==> src/rtl/adcirq_pkg.sv <==
package adcirq_pkg;

    localparam int REG_ADDR_W = 2;
    localparam int SRC_SEL_W  = 5;

    localparam logic [REG_ADDR_W-1:0] ADDR_CFG      = 2'd0;
    localparam logic [REG_ADDR_W-1:0] ADDR_FLAG_CLR = 2'd1;
    localparam logic [REG_ADDR_W-1:0] ADDR_OVF_CLR  = 2'd2;
    localparam logic [REG_ADDR_W-1:0] ADDR_STATUS   = 2'd3;

    // flag = bit 0 of the encoding, overrun = bit 1
    typedef enum logic [1:0] {
        ST_ARMED   = 2'b00,
        ST_PENDING = 2'b01,
        ST_OVERRUN = 2'b11
    } irq_state_e;

    typedef struct packed {
        logic [SRC_SEL_W-1:0] src_sel;   // bits 6:2
        logic                 cont;      // bit 1
        logic                 en;        // bit 0
    } cfg_t;

    localparam int CFG_W = $bits(cfg_t);

endpackage

==> src/rtl/adcirq_src_sel.sv <==
module adcirq_src_sel #(
    parameter int NUM_SRC = 16,
    parameter int SEL_W   = 5
) (
    input  logic [NUM_SRC-1:0] eoc,
    input  logic [SEL_W-1:0]   sel,
    input  logic               en,
    output logic               hit
);
    logic [NUM_SRC-1:0] match;

    genvar g;
    generate
        for (g = 0; g < NUM_SRC; g++) begin : g_src
            assign match[g] = (sel == SEL_W'(g)) && eoc[g];
        end
    endgenerate

    // out-of-range select values match no lane
    assign hit = en && (|match);
endmodule

==> src/rtl/adcirq_fsm.sv <==
module adcirq_fsm
    import adcirq_pkg::*;
(
    input  logic clk,
    input  logic rst_n,
    input  logic evt,
    input  logic flag_clr,
    input  logic ovf_clr,
    input  logic cont,
    output logic flag,
    output logic ovf,
    output logic irq
);
    irq_state_e state_q, state_d;
    logic       irq_d;

    always_comb begin
        state_d = state_q;
        unique case (state_q)
            ST_ARMED: begin
                if (evt) state_d = ST_PENDING;                      // fire
            end
            ST_PENDING: begin
                if (evt && !flag_clr)      state_d = ST_OVERRUN;    // overrun
                else if (flag_clr && !evt) state_d = ST_ARMED;      // service
            end
            ST_OVERRUN: begin
                if (ovf_clr && !evt) state_d = ST_PENDING;          // acknowledge
            end
            default: state_d = ST_ARMED;
        endcase
    end

    always_ff @(posedge clk) begin
        if (!rst_n) state_q <= ST_ARMED;
        else        state_q <= state_d;
    end

    always_comb begin
        irq_d = evt && (cont || (state_q == ST_ARMED));
    end

    always_ff @(posedge clk) begin
        if (!rst_n) irq <= 1'b0;
        else        irq <= irq_d;
    end

    assign flag = (state_q != ST_ARMED);
    assign ovf  = (state_q == ST_OVERRUN);
endmodule

==> src/rtl/adcirq_regs.sv <==
module adcirq_regs
    import adcirq_pkg::*;
#(
    parameter int DATA_W = 8
) (
    input  logic                  clk,
    input  logic                  rst_n,
    input  logic                  wr_en,
    input  logic [REG_ADDR_W-1:0] addr,
    input  logic [DATA_W-1:0]     wdata,
    input  logic                  flag,
    input  logic                  ovf,
    output cfg_t                  cfg,
    output logic                  flag_clr,
    output logic                  ovf_clr,
    output logic [DATA_W-1:0]     rdata
);
    always_ff @(posedge clk) begin
        if (!rst_n)                          cfg <= '0;
        else if (wr_en && addr == ADDR_CFG)  cfg <= cfg_t'(wdata[CFG_W-1:0]);
    end

    assign flag_clr = wr_en && (addr == ADDR_FLAG_CLR) && wdata[0];
    assign ovf_clr  = wr_en && (addr == ADDR_OVF_CLR)  && wdata[0];

    always_comb begin
        rdata = '0;
        unique case (addr)
            ADDR_CFG:    rdata[CFG_W-1:0] = cfg;
            ADDR_STATUS: rdata[1:0]       = {ovf, flag};
            default:     rdata            = '0;
        endcase
    end
endmodule

==> src/rtl/adcirq_flag_ctrl.sv <==
module adcirq_flag_ctrl
    import adcirq_pkg::*;
#(
    parameter int NUM_SRC = 16,
    parameter int DATA_W  = 8
) (
    input  logic                  clk,
    input  logic                  rst_n,
    input  logic [NUM_SRC-1:0]    eoc_i,
    input  logic                  wr_en_i,
    input  logic [REG_ADDR_W-1:0] addr_i,
    input  logic [DATA_W-1:0]     wdata_i,
    output logic [DATA_W-1:0]     rdata_o,
    output logic                  irq_o
);
    cfg_t cfg_q;
    logic evt_hit;
    logic flag_clr_stb;
    logic ovf_clr_stb;
    logic flag_st;
    logic ovf_st;

    adcirq_regs #(.DATA_W(DATA_W)) u_regs (
        .clk      (clk),
        .rst_n    (rst_n),
        .wr_en    (wr_en_i),
        .addr     (addr_i),
        .wdata    (wdata_i),
        .flag     (flag_st),
        .ovf      (ovf_st),
        .cfg      (cfg_q),
        .flag_clr (flag_clr_stb),
        .ovf_clr  (ovf_clr_stb),
        .rdata    (rdata_o)
    );

    adcirq_src_sel #(.NUM_SRC(NUM_SRC), .SEL_W(SRC_SEL_W)) u_sel (
        .eoc (eoc_i),
        .sel (cfg_q.src_sel),
        .en  (cfg_q.en),
        .hit (evt_hit)
    );

    adcirq_fsm u_fsm (
        .clk      (clk),
        .rst_n    (rst_n),
        .evt      (evt_hit),
        .flag_clr (flag_clr_stb),
        .ovf_clr  (ovf_clr_stb),
        .cont     (cfg_q.cont),
        .flag     (flag_st),
        .ovf      (ovf_st),
        .irq      (irq_o)
    );
endmodule

==> config.mk <==
export PLATFORM = sky130hd
export DESIGN_NAME = adcirq_flag_ctrl
export DESIGN_NICKNAME = d
export VERILOG_FILES = /design/src/rtl/adcirq_pkg.sv /design/src/rtl/adcirq_src_sel.sv /design/src/rtl/adcirq_fsm.sv /design/src/rtl/adcirq_regs.sv /design/src/rtl/adcirq_flag_ctrl.sv
export SDC_FILE = /design/constraint.sdc
export NUM_CORES = 1
export LEC_CHECK = 0
export ABC_AREA = 1
export BUFFER_PORTS_ARGS = -buffer_cell sky130_fd_sc_hd__clkbuf_2
export CAP_MARGIN = 0
export CORE_ASPECT_RATIO = 1.25
export CORE_MARGIN = 2
export CORE_UTILIZATION = 43
export CTS_BUF_LIST = sky130_fd_sc_hd__clkbuf_2 sky130_fd_sc_hd__clkbuf_4 sky130_fd_sc_hd__clkbuf_8
export CTS_CLUSTER_DIAMETER = 30
export DETAILED_ROUTE_END_ITERATION = 6
export PLACE_DENSITY = 0.77
export SYNTH_ARGS = -nofsm -noshare
export SYNTH_HDL_FRONTEND = slang
export SYNTH_SLANG_ARGS = --single-unit
==> constraint.sdc <==
create_clock -name clk -period 1.6 [get_ports clk]
set_clock_uncertainty 0.15 [all_clocks]
set_input_delay 0.08 -clock clk [delete_from_list [all_inputs] [get_ports clk]]
set_output_delay 0.08 -clock clk [all_outputs]
set_load 0.05 [all_outputs]
==> results.json <==
{
  "clk_pin_slew_ps": 60,
  "crit_path_frequent_cell": "nor2_1",
  "cp_top_family": "simple AND/OR/NAND/NOR gates",
  "synth_flop_cell": "dfxtp_1",
  "drv_slew": 0,
  "vdd.ir_drop.worst_mv": 0.6060,
  "io_buffers": 35,
  "cp_max_fo": 4,
  "yosysWarningCount": 0,
  "tritoncts": "yes",
  "place_congestion": 0.8248,
  "yosysTopAreaCell": "dfxtp_1",
  "crit_slowest_cell": "dfxtp_4",
  "required_ps": 1620,
  "cts_htree_levels": 1,
  "powerDensity_nw_per_um2": 698.5,
  "via_per_inst": 5.219,
  "timing.hold.ws_ps": 182.6,
  "setup-tns-final_ps": -353.8,
  "synth-async-reset-ratio_pct": 0,
  "cp.buffers_inverters": 1,
  "wirelength_um": 2418,
  "ant_nets": 0,
  "die_y_um": 53.55,
  "rows": 17,
  "wl_per_cell_um": 12.03,
  "p_leak_nw": 0.6780,
  "ys_ff_latch": 10,
  "overflow": 0,
  "vias": 1049,
  "utilization_pct": 68.58,
  "violations": "setup timing",
  "cpPeakStageDelay_ps": 370,
  "grt_usage_pct": 22.73,
  "clock_path_buffers": 2,
  "drtIter0Drc": 17,
  "yosys.area.top_type_share_pct": 23.70,
  "fin_ws_ps": -141.6,
  "cts_buffers": 3,
  "synth_edf_count": 0,
  "cp.arrival_ps": 1760,
  "post-route-min-period_ps": 1742,
  "clk_root_buffer_cell": "clkbuf_4",
  "synthTopCellsByArea": "dfxtp_1 (24%), ha_1 (12%), nand2_1 (12%)",
  "dp_hpwl_um": 1684,
  "synthesis.nets": 171,
  "place_worst_setup_slack_ps": -154.5,
  "crit_type": "reg -> reg",
  "startpoint_type": "flip-flop",
  "avgSynthCellArea_um2": 6.303,
  "cts_sinks": 10,
  "synthMostInstantiatedCell": "nand2_1",
  "die_w_um": 43.64,
  "final-hold-violation-count": 0,
  "synthCells": 134,
  "yosysUniqueCellTypes": 21,
  "holdCritPathClass": "in -> reg",
  "drc": 0,
  "max_freq_ghz": 0.5742,
  "die_area_um2": 2337,
  "maxCapViolCount": 0,
  "clk_latency_ps": 270,
  "nNetsFinal": 221,
  "cp-end-kind": "flip-flop",
  "start_util_pct": 46.71,
  "grt_pass1_wl_um": 3960,
  "ios": 38,
  "firstDrtPassIters": 5,
  "rsz0062_at_grt": "yes",
  "core_area_um2": 1808,
  "status": "finished, violations left",
  "antenna_found_initial": 0,
  "netlist_area_um2": 844.6,
  "setup_viol": 3,
  "ys_seq_area_share_pct": 23.70,
  "grt_pass1_vias": 1012,
  "fin_crit_sh_pct": 108.8,
  "grt_start_max_net_pins": 14,
  "drive_gt1_share_pct": 35.71,
  "crit_chain": "buf_4 > nand3_1 > nand2_1 > nor2_1 > nor2_1 > nor2_1 > nand2_2 > nand3_1 > nand3_4 > nand3_2 > nand2_1 > nand2_1 > nor2_1",
  "yosys-top-cells-count": "nand2_1 (26), nor2_1 (21), nand3_1 (18)",
  "area_growth_pct": 46.81,
  "antenna_cells": 0
}
==> cell type report <==
| type | count | area, um2 |
|---|---|---|
| Tap cell | 19 | 23.77 |
| Fill cell | 161 | 568.0 |
| Clock buffer | 3 | 22.52 |
| Timing Repair Buffer | 51 | 335.3 |
| Inverter | 18 | 72.57 |
| Sequential cell | 10 | 209.0 |
| Multi-Input combinational cell | 100 | 576.8 |
==> placed cells by master, fill, tap and decap left out <==
cell           instances
clkbuf_2              33
clkbuf_4               3
a31oi_1                1
a2bb2oi_1              1
nor2_2                 1
buf_6                  3
conb_1                 1
dlygate4sd3_1          8
nand4_1                3
nand3_4                1
dfxtp_2                1
nand3_2                6
clkbuf_8               1
buf_2                  1
and3_1                 1
o21ai_0                8
nor2_4                 1
nand2_4                1
ha_1                   8
inv_1                 16
nand2_2                4
dfxtp_1                7
nand3_1               13
buf_4                  5
nor2_1                19
nand2_1               24
dfxtp_4                2
inv_4                  2
a21oi_1                7
==> path summary, 6_finish.rpt <==
kind,start,endpoint,slack [ps],cells after the start
min,wr_en_i,u_regs.cfg[2],180,3
max reg2reg,u_regs.cfg[3],u_fsm.state_q[0],-140,13
min reg2reg,u_fsm.state_q[1],u_fsm.state_q[1],370,2
max,u_regs.cfg[3],u_fsm.state_q[0],-140,13
==> tightest hold or removal path: cells and delay by family <==
kind                   cells  cell delay [ps]
AND/OR/NAND/NOR            1              280
AO/OA/AOI/OAI              1              110
buffers and inverters      1               90
==> per-stage QoR <==
stage               area [um2]  std cells  power, mW
floorplan                847.1        134     0.5496
global placement          1049        188     0.6242
detailed placement        1049        188     0.6460
CTS                       1207        201     0.8465
global route              1240        201     0.9314
finish                    1240        201     0.8661
==> per-layer routing <==
metal	global-route usage, %	vias up	share of wire (%)
li1	-	526	-
met1	20.00	462	34
met2	45.83	48	55
met3	4.027	13	7.1
met4	14.65	0	3.8
met5	0	-	0
==> what timing repair did <==
action / 4_1_cts / 5_1_grt
gates resized for setup: 14 / 9
gates cloned: 2 / 0
hold endpoints to repair: 8 / 0
pin swaps: 4 / 3
hold buffers: 8 / 0
setup buffers: 0 / 0
setup endpoints to repair: 3 / 5
==> state kept, by name (all words and copies together) (netlist names) <==
signal / cells
u_regs.cfg: 7
u_fsm.state_q: 2
u_fsm.irq: 1
==> report_power, final <==
part / switching, mW / internal (mW) / total, mW / leakage, nW
combinational: 0.218 / 0.168 / 0.386 / 0.581
clock: 0.0911 / 0.0871 / 0.178 / 0.0138
sequential: 0.0281 / 0.274 / 0.302 / 0.0837
==> cell families (layout without fill, tap and decap cells) <==
group,count (synthesis),count (layout),share of synthesized area (%)
simple gates,74,74,39.70
other cells,1,1,0.4440
buf+inv,24,72,13.63
compound gates,17,17,10.67
fa+ha+maj,8,8,11.85
flops,10,10,23.70
(Power assumes the default switching activity.)
